**src/rtl/regbusy_pkg.sv**
```systemverilog
// Shared constants for the register busy-bit tracker.
// Assumes a power-of-two register count so every index value is a real register.
package regbusy_pkg;
    localparam int REG_COUNT    = 32;
    localparam int IDX_BITS     = $clog2(REG_COUNT);
    localparam int LOOKUP_PORTS = 3;

    // Order of the lookup ports inside the top module's arrays.
    typedef enum logic [1:0] {
        LK_SRC_A = 2'd0,
        LK_SRC_B = 2'd1,
        LK_DST   = 2'd2
    } lookup_port_e;
endpackage

```
**src/rtl/regbusy_decode.sv**
```systemverilog
// Turns a valid flag and a register index into a one-hot mask.
// With SKIP_ZERO set, index 0 produces an empty mask (hard-wired register).
// Assumes idx is below NUM_REGS.
module regbusy_decode #(
    parameter int NUM_REGS  = 32,
    parameter int IDX_W     = $clog2(NUM_REGS),
    parameter bit SKIP_ZERO = 1'b1
) (
    input  logic                vld,
    input  logic [IDX_W-1:0]    idx,
    output logic [NUM_REGS-1:0] mask
);
    genvar g;
    generate
        for (g = 0; g < NUM_REGS; g++) begin : g_bit
            if (SKIP_ZERO && g == 0) begin : g_zero
                // Register 0 is never selected.
                assign mask[g] = 1'b0;
            end else begin : g_live
                // One comparator per register.
                assign mask[g] = vld && (idx == IDX_W'(g));
            end
        end
    endgenerate
endmodule

```
**src/rtl/regbusy_bits.sv**
```systemverilog
// Busy-bit storage: one flop per register.
// Clear is applied before set, so a same-cycle set wins.
// Also presents the vector as seen after this cycle's clear, which the lookups use.
module regbusy_bits #(
    parameter int NUM_REGS = 32
) (
    input  logic                clk,
    input  logic                rst_n,
    input  logic [NUM_REGS-1:0] set_mask,
    input  logic [NUM_REGS-1:0] clr_mask,
    output logic [NUM_REGS-1:0] busy_q,
    output logic [NUM_REGS-1:0] busy_eff
);
    logic [NUM_REGS-1:0] busy_d;

    // Current bits with this cycle's commit already removed.
    always_comb busy_eff = busy_q & ~clr_mask;

    // Next state: cleared bits, then newly issued bits on top.
    always_comb busy_d = busy_eff | set_mask;

    // State register with synchronous active-low reset.
    always_ff @(posedge clk) begin
        if (!rst_n) busy_q <= '0;
        else        busy_q <= busy_d;
    end
endmodule

```
**src/rtl/regbusy_lookup.sv**
```systemverilog
// One lookup port: reports whether a valid index names a busy register.
// Assumes idx is below NUM_REGS.
module regbusy_lookup #(
    parameter int NUM_REGS = 32,
    parameter int IDX_W    = $clog2(NUM_REGS)
) (
    input  logic [NUM_REGS-1:0] busy,
    input  logic                vld,
    input  logic [IDX_W-1:0]    idx,
    output logic                hit
);
    // Select the addressed bit; an absent operand never hits.
    always_comb hit = vld && busy[idx];
endmodule

```
**src/rtl/regbusy_tracker.sv**
```systemverilog
// Per-register busy-bit hazard tracker.
// Decode offers up to two sources and one destination and receives a stall flag.
// The stall covers read-after-write on the sources and write-after-write on the destination.
// An accepted issue (issue_en with stall low) marks the destination busy.
// A commit clears one bit, and it is seen by the same cycle's lookups.
// Register 0 is never tracked. Assumes indices are below NUM_REGS.
module regbusy_tracker #(
    parameter int NUM_REGS = regbusy_pkg::REG_COUNT,
    parameter int IDX_W    = $clog2(NUM_REGS)
) (
    input  logic             clk,
    input  logic             rst_n,
    input  logic             rd_a_vld,
    input  logic [IDX_W-1:0] rd_a_idx,
    input  logic             rd_b_vld,
    input  logic [IDX_W-1:0] rd_b_idx,
    input  logic             wr_vld,
    input  logic [IDX_W-1:0] wr_idx,
    input  logic             issue_en,
    input  logic             retire_vld,
    input  logic [IDX_W-1:0] retire_idx,
    output logic             stall
);
    import regbusy_pkg::*;

    localparam int NLK = LOOKUP_PORTS;

    logic [NUM_REGS-1:0] set_mask;
    logic [NUM_REGS-1:0] clr_mask;
    logic [NUM_REGS-1:0] busy_q;
    logic [NUM_REGS-1:0] busy_eff;
    logic                accept;
    logic [NLK-1:0]      lk_vld;
    logic [IDX_W-1:0]    lk_idx [NLK];
    logic [NLK-1:0]      lk_hit;

    // Gather the three lookup operands into indexed arrays.
    always_comb begin
        lk_vld[LK_SRC_A] = rd_a_vld;
        lk_idx[LK_SRC_A] = rd_a_idx;
        lk_vld[LK_SRC_B] = rd_b_vld;
        lk_idx[LK_SRC_B] = rd_b_idx;
        lk_vld[LK_DST]   = wr_vld;
        lk_idx[LK_DST]   = wr_idx;
    end

    // Issue is accepted only when no hazard is flagged.
    always_comb accept = issue_en && !stall && wr_vld;

    regbusy_decode #(.NUM_REGS(NUM_REGS), .IDX_W(IDX_W), .SKIP_ZERO(1'b1)) u_set_dec (
        .vld  (accept),
        .idx  (wr_idx),
        .mask (set_mask)
    );

    regbusy_decode #(.NUM_REGS(NUM_REGS), .IDX_W(IDX_W), .SKIP_ZERO(1'b1)) u_clr_dec (
        .vld  (retire_vld),
        .idx  (retire_idx),
        .mask (clr_mask)
    );

    regbusy_bits #(.NUM_REGS(NUM_REGS)) u_bits (
        .clk      (clk),
        .rst_n    (rst_n),
        .set_mask (set_mask),
        .clr_mask (clr_mask),
        .busy_q   (busy_q),
        .busy_eff (busy_eff)
    );

    genvar g;
    generate
        for (g = 0; g < NLK; g++) begin : g_lk
            regbusy_lookup #(.NUM_REGS(NUM_REGS), .IDX_W(IDX_W)) u_lk (
                .busy (busy_eff),
                .vld  (lk_vld[g]),
                .idx  (lk_idx[g]),
                .hit  (lk_hit[g])
            );
        end
    endgenerate

    // Any lookup hit holds decode.
    always_comb stall = |lk_hit;
endmodule

```
**config.mk**
```make
export PLATFORM = sky130hd
export DESIGN_NAME = regbusy_tracker
export DESIGN_NICKNAME = d
export VERILOG_FILES = /design/src/rtl/regbusy_pkg.sv /design/src/rtl/regbusy_decode.sv /design/src/rtl/regbusy_bits.sv /design/src/rtl/regbusy_lookup.sv /design/src/rtl/regbusy_tracker.sv
export SDC_FILE = /design/constraint.sdc
export NUM_CORES = 1
export LEC_CHECK = 0
export BUFFER_PORTS_ARGS = -buffer_cell sky130_fd_sc_hd__buf_2
export CORE_ASPECT_RATIO = 0.6
export CORE_MARGIN = 2
export CORE_UTILIZATION = 55
export CTS_BUF_LIST = sky130_fd_sc_hd__clkbuf_4 sky130_fd_sc_hd__clkbuf_8 sky130_fd_sc_hd__clkbuf_16
export CTS_CLUSTER_SIZE = 40
export DETAILED_ROUTE_END_ITERATION = 10
export GPL_ROUTABILITY_DRIVEN = 0
export PLACE_DENSITY = 0.75
export SYNTH_ARGS = -nofsm -noshare
export SYNTH_HDL_FRONTEND = slang
export SYNTH_SLANG_ARGS = --single-unit
```
**constraint.sdc**
```tcl
create_clock -name clk -period 4 [get_ports clk]
set_input_delay 0.8 -clock clk [delete_from_list [all_inputs] [get_ports clk]]
set_output_delay 0.8 -clock clk [all_outputs]
set_load 0.02 [all_outputs]
```
# Yosys cells after proc, flatten, opt, wreduce, memory -nomap -nowiden
# Cells that the tools add are included.
# totals
ff_bits	32
inputBits	27
wordCells	144
# op_classes
n_lt_le_gt_ge	3
n_eq_ne	62
muxes	6
n_bitwise	3
n_reduce_logical	69
# op_table
operator	n
5-bit equality test, second input constant	32
5-bit by 4-bit equality test with 1-bit output, second input constant	16
1-bit logical AND	67
5-bit by 3-bit equality test with 1-bit output, second input constant	8
32-bit AND	1
32-bit NOT	1
32-bit OR	1
5-bit by 2-bit equality test with 1-bit output, second input constant	4
5-bit by 6-bit less-than comparator with 1-bit output, second input constant	3
1-bit binary-select mux with 5-bit select	3
5-bit by 1-bit equality test with 1-bit output, second input constant	2
1-bit 2-to-1 mux	3
3-bit OR reduction	1
1-bit zero test	1

# Depth between registers and ports, before layout
# Gate-level depths: netlist (run 1).
# depth
ltp_word	13
ltp_mapped	11

# By module
# A second synthesis (run 1) with hierarchy kept.
# hier_totals
cells_unflattened	267
hier_area_um2	2580.0
# modules_own_cells
mod	instances	cells_per_inst	area_per_inst_um2	seq_area_each_um2
regbusy_bits	1	99	1114.8	640.6
regbusy_lookup	3	23	322.8	0.0
regbusy_decode	2	48	237.7	0.0
regbusy_tracker	1	3	21.3	0.0

# Worst setup path before layout (run 1)
# No wires, ideal clock.
# synth_timing
path_kind	in2out
from	input retire_idx[4]
to	output stall
t_arrival_ns	2.704
setup_slack_ns	0.496
stages	8
path_buffers	1
path_cell_list	buf_4 -> and4bb_2 -> a21boi_0 -> a21o_1 -> o21ai_0 -> a2111oi_1 -> a221oi_4 -> nand3b_1
# synth_between
elab_chain_len	8
word_cells_on_any_way	74
# synth_lines
element	line	text
start: declaration	regbusy_tracker.sv:21	input logic [IDX_W-1:0] retire_idx,
5-bit by 1-bit equality test with 1-bit output (tied with other cells)	regbusy_decode.sv:21	assign mask[g] = vld && (idx == IDX_W'(g));
1-bit logical AND	regbusy_decode.sv:21	
32-bit NOT *	regbusy_bits.sv:17	always_comb busy_eff = busy_q & ~clr_mask;
32-bit AND *	regbusy_bits.sv:17	
1-bit binary-select mux with 5-bit select	regbusy_lookup.sv:13	always_comb hit = vld && busy[idx];
1-bit 2-to-1 mux (implied by the code)	regbusy_lookup.sv:13	
1-bit logical AND	regbusy_lookup.sv:13	
3-bit OR reduction *	regbusy_tracker.sv:84	always_comb stall = |lk_hit;
end: declaration	regbusy_tracker.sv:22	output logic stall
# Mark *: on every way between the ends. The rest lies on a longest branch, timed or not. The select of a mux whose other input is x is not followed.

# Worst setup path after layout (run 1)
# layout_timing
from	input retire_idx[3]
to	output stall
# The elaborated chain is that of the path after synthesis.

==> results of run 1 <==
-- path summary, 6_finish.rpt --
kind | endpoint | slack (ns) | cells after the start
max reg2reg | u_bits.busy_q[17]$_SDFF_PN0_ | 1.20 | 8
min | u_bits.busy_q[18]$_SDFF_PN0_ | 0.53 | 2
max | stall | 0.05 | 9
min reg2reg | u_bits.busy_q[18]$_SDFF_PN0_ | 0.53 | 2
-- where the power goes --
group / internal [mW] / total [mW] / switching [mW]
clock network: 0.256 / 0.378 / 0.122
logic: 0.0528 / 0.163 / 0.110
registers: 0.311 / 0.312 / 0.00179
-- cell type report --
cell class              count  area, sq um  share of cell area
clock inverters             2         60.1              0.0198
well taps                  63         78.8              0.0260
multi-input cells         294         1920               0.632
repair buffers             42          248              0.0817
clock buffers               6         76.3              0.0252
inverters                   9         33.8              0.0111
flip-flops and latches     31          621               0.205
-- routing by layer --
layer | up-vias | GRT usage | part of all wire | wire length (um)
met4 | 0 | 0.0911 | 0.041 | 421
met2 | 349 | 0.501 | 0.37 | 3770
li1 | 1418 | - | - | -
met5 | - | 0 | 0 | 0
met1 | 1477 | 0.561 | 0.39 | 3970
met3 | 72 | 0.176 | 0.20 | 2050
-- cell usage after synthesis (2+ instances only) --
library cell  number
o31ai_1            5
nor3_1            10
mux2i_1           15
and2_1             2
a311oi_1           4
nor4_1             3
buf_2              6
o21ai_1           12
nand4b_1           3
nand2b_1          11
a21oi_1           13
nand3_1           12
inv_1              8
o32a_1             2
o22ai_1           22
a22oi_1            4
o311ai_0           2
a21boi_1           3
mux2_2             4
nor2b_1            8
a211oi_1           2
buf_1              3
a21o_1             2
a21boi_0           8
and4bb_2           2
dfxtp_1           31
nand4bb_1          2
clkbuf_1          18
nand4_1            5
o21ai_0           22
or3_1              6
a31oi_1            5
o211ai_1           9
nand3b_1           4
a2111oi_0          4
o21bai_1           2
nor2_1            23
nand2_1           37
a21bo_1            2
xor2_1             4
-- timing repair --
item | in CTS | in global routing
endpoints found under the setup margin | 0 | 1
gates resized for setup | 0 | 5
buffers inserted | 0 | 1
-- cells by family after synthesis --
| family | share of synthesized area |
|---|---|
| and+or+nand+nor | 0.279 |
| AOI/OAI and AO/OA | 0.335 |
| buffers and inverters | 0.0561 |
| DFF | 0.232 |
| muxes | 0.0814 |
| xor gates and xnor gates | 0.0164 |
-- metrics by stage --
| step | instances | instance area [sq um] | setup WS [ns] | total power [mW] |
|---|---|---|---|---|
| after global placement | 438 | 2880 | 0.0432 | 0.470 |
| after floorplan | 362 | 2680 | 0.496 | 0.422 |
| final | 447 | 3030 | 0.0486 | 0.854 |
| after global routing | 447 | 3030 | 0.0291 | 0.879 |
| after detailed placement | 438 | 2880 | 0.0419 | 0.470 |
| after CTS | 446 | 3010 | 0.0198 | 0.839 |
-- critical path, stage by stage --
cell	delay, ns
buf_2	0.17
nor2b_1	0.23
a21boi_0	0.49
nand3b_1	0.18
nand4b_1	0.13
a2111oi_1	0.65
a221oi_4	0.15
nand3b_1	0.16
buf_2	0.18
-- layout by cell type, fill, tap and decap left out, drive strengths merged, types with 4 or more instances in the layout --
cell type / count
inv: 8
a311oi: 4
or3: 6
o21ai: 34
nor3: 10
nand3: 13
nand2b: 11
mux2: 4
o211ai: 9
buf: 42
a31oi: 5
clkbuf: 6
xor2: 4
nand2: 37
nand4: 5
a22oi: 4
a2111oi: 5
nor2b: 8
nor2: 23
dfxtp: 31
o22ai: 22
mux2i: 15
a21oi: 13
a21boi: 11
o31ai: 5
nand3b: 4
==> results.cfg, run 1 <==
[global_routing]
grt_pass1_wl_mm = 15.6
grt_max_degree = 25
grt_usage = 0.382
gr-total-overflow = 0
antenna_found_initial = 0
grt_pass1_vias = 2874

[yosys]
synthFlopType = dfxtp_1
yosysWarnings = 0
synthCells = 362
synthArstFlopShare = 0
seq_area_frac_synth = 0.232
synth.avg_cell_area_sq_um = 7.39
synth_fp_nets = 389
synth-edff-count = 0
synth-seq-cells = 31
syn_area_sq_um = 2680
synth_cell_types = 62
yosysTopAreaCell = dfxtp_1
yosysTopAreaCellShare = 0.232
synth.area.top_cells = dfxtp_1 (23%), mux2i_1 (5.6%), nand2_1 (5.2%)

[floorplan]
fp.dieW_um = 94.0
design.die.area_sq_um = 5460
ios = 28
rows = 19
core_sq_um = 4640
initial_core_util = 0.577
die_y_um = 58.0

[finish]
largest_reg_flops = 31
drive_gt1_frac = 0.167
area_growth_pct = 13.4
nets = 410
diodes = 0
regMostFlops = u_bits.busy_q
fillers = 412
largestRegisters = u_bits.busy_q x31
final_util = 0.654

[setup_path]
crit_path_max_fanout = 11
worst_ep_arrival_time_ns = 3.15
cp-startpoint = retire_idx[3]
cp-start-kind = input port
endpoint_kind = output port
cp.required_ns = 3.20
crit_type = in2out
r2r_start = u_bits.busy_q[8]$_SDFF_PN0_

[clock_network]
cts.reportedPaths.clkPinSlew_ns = 0.07
clk_latency_ns = 0.29
h-tree-depth = 2
cts_buffer_depth = 2
numCtsBuffers = 5
root_buffer = clkbuf_8
cts_tree = done
cts_num_sinks = 31
cts_hold_buf = 0

[routing]
vias = 3316
drtPass1Iterations = 11
drt_iter0_markers = 594
wl_per_cell_um = 22.9
postRouteWirelength_mm = 10.2
antenna_left = 0
via_per_inst = 7.42
drc = 13

[timing]
slew_violations = 0
worst_pin_slew_ns = 0.768
setup_viol = 0
final_hold_viol_count = 0
setup_tns_ns = 0
period_share = 0.988
rsz0062_at_grt = no
slew_headroom = 0.487
max_freq_mhz = 253
min_period_ns = 3.95
hold_ws_ns = 0.527
clock-skew-final_ns = 0.00683

[hold_path]
hold_start = u_bits.busy_q[18]$_SDFF_PN0_
hold_path_class = reg2reg

[run_status]
status = finished with violations
violations = DRC

[placed_design]
io_buffer_count = 27
hpwlAfterDp_mm = 7.55

[pwr]
ir_worst_vdd_uv = 215
power_density_nw_per_um2 = 281
power_leakage_nw = 1.07

[job]
maxCapViolations = 0
Note: power is estimated with default switching activity, not from simulation.
==> run 2: changes to the inputs <==
==> constraint.sdc (replaced) <==
create_clock -name clk -period 4 [get_ports clk]
set_input_delay 0.8 -clock clk [delete_from_list [all_inputs] [get_ports clk]]
set_output_delay 0.8 -clock clk [all_outputs]
set_load 0.005 [all_outputs]
==> results.cfg, run 2 (synthesis results as in run 1) <==
[clock_network]
cts.reportedPaths.clkPinSlew_ns = 0.07
h-tree-depth = 2
cts_hold_buf = 0
cts_buffer_depth = 2
clk_latency_ns = 0.28
numCtsBuffers = 5
root_buffer = clkbuf_8
cts_tree = done
cts_num_sinks = 31

[global_routing]
grt_max_degree = 25
grt_pass1_wl_mm = 15.3
grt_pass1_vias = 2839
gr-total-overflow = 0
grt_usage = 0.371
antenna_found_initial = 0

[hold_path]
whs_endpoint = u_bits.busy_q[18]$_SDFF_PN0_
hold_depth = 2
hold_start = u_bits.busy_q[18]$_SDFF_PN0_
hold_path_class = reg2reg

[timing]
min_period_ns = 3.88
worst_pin_slew_ns = 0.685
clock-skew-final_ns = 0.00236
slew_violations = 0
slew_headroom = 0.543
max_freq_mhz = 258
setup_viol = 0
period_share = 0.969
final_hold_viol_count = 0
setup_slack_ns = 0.122

[finish]
drive_gt1_frac = 0.162
finalNonFillerCells = 446
nets = 409
final_common_cell = nand2_1
fin_area_sq_um = 3000
regMostFlops = u_bits.busy_q
diodes = 0
area_growth_pct = 12.1
largest_reg_flops = 31
final_cell_mix = nand2_1 (37), dfxtp_1 (31), buf_2 (27), nor2_1 (23)
largestRegisters = u_bits.busy_q x31
fillers = 405
final_util = 0.647

[pwr]
ir_worst_vdd_uv = 220
power_density_nw_per_um2 = 259
finalPower_mw = 0.777
power_leakage_nw = 1.05

[placed_design]
pre_cts_slack_ns = 0.164
placedInstanceArea_sq_um = 2870
hpwlAfterDp_mm = 7.47
io_buffer_count = 27
dp_cells = 437

[floorplan]
design.die.area_sq_um = 5460
fp.dieW_um = 94.0
rows = 19
core_sq_um = 4640
initial_core_util = 0.577
ios = 28
die_y_um = 58.0

[setup_path]
crit_chain = buf_2 > nor2b_1 > a21boi_1 > a2111oi_1 > a2111oi_1 > a221oi_4 > nand3b_1 > buf_2
crit_path_max_fanout = 11
cp-start-kind = input port
r2r-end = u_bits.busy_q[26]$_SDFF_PN0_
cp-startpoint = retire_idx[2]
cp.required_ns = 3.20
r2r_start = u_bits.busy_q[27]$_SDFF_PN0_
endpoint_kind = output port
critPathSlowestCell = a2111oi_1
worst_ep_arrival_time_ns = 3.08
critPathMaxStageDelay_ns = 0.60
crit_type = in2out
r2r_cells = 8
rrSetupSlack_ns = 1.24

[job]
maxCapViolations = 0

[routing]
drtPass1Iterations = 9
wl_per_cell_um = 22.3
antenna_left = 0
postRouteWirelength_mm = 9.93
drc = 0
drt_iter0_markers = 514
vias = 3191
via_per_inst = 7.15

[run_status]
status = finished, final reports clean
run 2: final cells by class:
class / count / area (sq um) / area share
Clock buffer: 5 / 68.8 / 0.0230
Clock inverter: 3 / 43.8 / 0.0146
Inverter: 9 / 33.8 / 0.0113
Multi-Input combinational cell: 294 / 1910 / 0.638
Sequential cell: 31 / 621 / 0.207
Tap cell: 63 / 78.8 / 0.0263
Timing Repair Buffer: 41 / 240 / 0.0801
run 2: what timing repair did:
| item | 4_1_cts | 5_1_grt |
|---|---|---|
| buffers inserted | 0 | 1 |
| gates resized for setup | 0 | 2 |
| setup endpoints to repair | 0 | 1 |
run 2: metal layers:
| metal | global-route usage | vias to the layer above | wire length (um) |
|---|---|---|---|
| li1 | - | 1422 | - |
| met1 | 0.552 | 1462 | 4280 |
| met2 | 0.492 | 263 | 3740 |
| met3 | 0.159 | 44 | 1660 |
| met4 | 0.0807 | 0 | 247 |
| met5 | 0 | - | 0 |
run 2: metrics by stage:
| stage | TNS [ns] | hold WS (ns) |
|---|---|---|
| 2_1_floorplan | 0 | 0.471 |
| 3_3_place_gp | 0 | 0.501 |
| 3_5_place_dp | 0 | 0.508 |
| 4_1_cts | 0 | 0.517 |
| 5_1_grt | -0.00525 | 0.548 |
| 6_report | 0 | 0.522 |
run 2: worst max-delay path by stage:
stage / endpoint / slack (ns) / cells after the start
floorplan: stall / 0.60 / 8
global placement: stall / 0.13 / 9
CTS: stall / 0.16 / 9
global route: stall / -0.005 / 9
detailed placement: stall / 0.16 / 9
finish: stall / 0.12 / 8
run 2: worst max-delay path: cells and delay by family:
family          cells  cell delay [ns]
simple gates        2             0.51
buf+inv             2             0.34
compound gates      4             1.42
run 2: where the power goes:
group	internal [mW]	total, mW	leakage, nW	switching (mW)
clock network	0.185	0.310	0.0581	0.124
logic	0.0507	0.155	0.746	0.104
registers	0.310	0.312	0.250	0.00180
total	0.546	0.777	1.05	0.231
==> run 3: changes to the inputs <==
--- a/config.mk
+++ b/config.mk
@@ -5,15 +5,16 @@
 export SDC_FILE = /design/constraint.sdc
 export NUM_CORES = 1
 export LEC_CHECK = 0
-export BUFFER_PORTS_ARGS = -buffer_cell sky130_fd_sc_hd__buf_2
 export CORE_ASPECT_RATIO = 0.6
 export CORE_MARGIN = 2
 export CORE_UTILIZATION = 55
 export CTS_BUF_LIST = sky130_fd_sc_hd__clkbuf_4 sky130_fd_sc_hd__clkbuf_8 sky130_fd_sc_hd__clkbuf_16
 export CTS_CLUSTER_SIZE = 40
 export DETAILED_ROUTE_END_ITERATION = 10
+export DONT_BUFFER_PORTS = 1
 export GPL_ROUTABILITY_DRIVEN = 0
-export PLACE_DENSITY = 0.75
+export PLACE_DENSITY = 0.7
 export SYNTH_ARGS = -nofsm -noshare
 export SYNTH_HDL_FRONTEND = slang
+export SYNTH_HIERARCHICAL = 1
 export SYNTH_SLANG_ARGS = --single-unit
==> results.cfg, run 3 <==
[run_status]
status = finished, final reports clean

[timing]
max_freq_mhz = 253
hold_ws_ns = 0.627
final_hold_viol_count = 0
slew_violations = 0
setup_viol = 0
setup_slack_ns = 0.0410
period_share = 0.990
slew_headroom = 0.638
min_period_ns = 3.96
worst_pin_slew_ns = 0.544
clock-skew-final_ns = 0.00900
setup_tns_ns = 0

[global_routing]
grt_pass1_vias = 1962
antenna_found_initial = 0
grt_usage = 0.278
grt_pass1_wl_mm = 10.8
grt_max_degree = 33
gr-total-overflow = 0

[pwr]
ir_worst_vdd_uv = 200
finalPower_mw = 0.657
power_density_nw_per_um2 = 248
seq_power_share = 0.488
intPower_mw = 0.495
p_switching_mw = 0.163
power_leakage_nw = 0.992
sw_frac_of_total = 0.247
clockPowerShare = 0.405
p_comb_frac = 0.107

[yosys]
synth-seq-cells = 32
synth_common_cells = nor2_1 (62), dfxtp_1 (32), nor2b_1 (32), o21a_1 (32), mux4_2 (12)
seq_area_frac_synth = 0.248
synthFlopType = dfxtp_1
yosysTopAreaCell = dfxtp_1
syn_area_sq_um = 2580
synth.area.top_cells = dfxtp_1 (25%), mux4_2 (10%), o21a_1 (9.3%)
synth_fp_nets = 294
synthArstFlopShare = 0
yosysMostFrequentCell = nor2_1
synth_cell_types = 30
yosysWarnings = 6
synthCells = 267
synth-edff-count = 0
yosysTopAreaCellShare = 0.248
synth.avg_cell_area_sq_um = 9.66

[routing]
vias = 2057
antenna_left = 0
via_per_inst = 6.41
postRouteWirelength_mm = 7.06
drtPass1Iterations = 5
drc = 0
wl_per_cell_um = 22.0
drt_iter0_markers = 144

[floorplan]
rows = 19
ios = 28
core_sq_um = 4540
fp.dieW_um = 92.4
design.die.area_sq_um = 5270
die_y_um = 57.1
initial_core_util = 0.568

[setup_path]
cp-startpoint = retire_idx[2]
r2r-end = u_bits/busy_q[2]$_SDFF_PN0_
crit_type = in2out
endpoint_kind = output port
cp.required_ns = 3.20
cp-start-kind = input port
r2r_start = u_bits/busy_q[21]$_SDFF_PN0_
rrSetupSlack_ns = 0.99
crit_path_max_fanout = 8
crit_end = stall
r2r_cells = 10
worst_ep_arrival_time_ns = 3.16

[clock_network]
h-tree-depth = 2
cts_num_sinks = 32
cts_buffer_depth = 2
root_buffer = clkbuf_8
clk_latency_ns = 0.29
cts_tree = done
cts.reportedPaths.clkPinSlew_ns = 0.07
numCtsBuffers = 5
cts_hold_buf = 0

[finish]
final_util = 0.583
nets = 284
area_growth_pct = 2.67
final_common_cell = nor2_1
largest_reg_flops = 32
final_cell_mix = nor2_1 (59), o21a_1 (32), dfxtp_1 (32), nor2b_1 (30), mux4_2 (12)
regMostFlops = u_bits/busy_q
drive_gt1_frac = 0.186
diodes = 0
largestRegisters = u_bits/busy_q x32
fillers = 416

[hold_path]
hold_path_class = in2reg

[placed_design]
hpwlAfterDp_mm = 4.90
pre_cts_slack_ns = -0.156
io_buffer_count = 0

[job]
maxCapViolations = 0
==> run 3: layout make-up <==
| class | count | area (sq um) | share of cell area |
|---|---|---|---|
| clock inverter | 2 | 10.0 | 0.00378 |
| timing repair buffer | 3 | 22.5 | 0.00850 |
| sequential | 32 | 641 | 0.242 |
| clock buffer | 6 | 82.6 | 0.0312 |
| multi-input combinational | 215 | 1810 | 0.685 |
| tap | 63 | 78.8 | 0.0298 |
==> run 3: power groups by stage <==
stage	sequential, mW	combinational, mW	clock, mW
final	0.321	0.0704	0.266
after CTS	0.321	0.0672	0.267
after floorplan	0.328	0.0795	0
after global placement	0.328	0.0663	0
after detailed placement	0.328	0.0666	0
after global routing	0.321	0.0737	0.284
==> run 3: how the worst min path moves through the flow <==
stage	from	cells past startpoint	endpoint
5_1_grt	rst_n	1	u_bits/busy_q[17]$_SDFF_PN0_
3_5_place_dp	u_bits/busy_q[6]$_SDFF_PN0_	2	u_bits/busy_q[6]$_SDFF_PN0_
6_report	rst_n	1	u_bits/busy_q[17]$_SDFF_PN0_
4_1_cts	rst_n	1	u_bits/busy_q[18]$_SDFF_PN0_
3_3_place_gp	u_bits/busy_q[30]$_SDFF_PN0_	2	u_bits/busy_q[30]$_SDFF_PN0_
2_1_floorplan	u_bits/busy_q[17]$_SDFF_PN0_	2	u_bits/busy_q[17]$_SDFF_PN0_
==> run 3: metrics by stage <==
stage                     cells  area, sq um
after floorplan             267         2580
after global placement      313         2520
after detailed placement    313         2520
after CTS                   321         2610
after global routing        321         2650
final                       321         2650
==> run 3: layer usage <==
layer | vias up | global-route usage | share of wire
li1 | 954 | - | -
met3 | 13 | 0.0925 | 0.11
met2 | 106 | 0.384 | 0.41
met4 | 0 | 0.0810 | 0.013
met5 | - | 0 | 0
met1 | 984 | 0.415 | 0.47
==> run 3: logic make-up after synthesis <==
group	after synthesis	share of synthesized area
flip-flops	32	0.248
AO/OA/AOI/OAI	44	0.134
other	2	0.00291
multiplexers	33	0.246
AND/OR/NAND/NOR	136	0.304
buffers and inverters	20	0.0655
==> run 3: what timing repair did <==
item / 4_1_cts / 5_1_grt
endpoints found under the setup margin: 1 / 1
endpoints found under the hold margin: 0 / 0
gates resized for setup: 1 / 8
pin swaps: 0 / 2
buffers inserted: 0 / 0
==> run 3: critical path: stages <==
cell       delay [ns]
or4b_4           0.59
nor2_4           0.13
nor2b_2          0.07
mux4_2           0.45
nor2b_4          0.15
a2111oi_4        0.32
and4b_1          0.23
or3_4            0.41
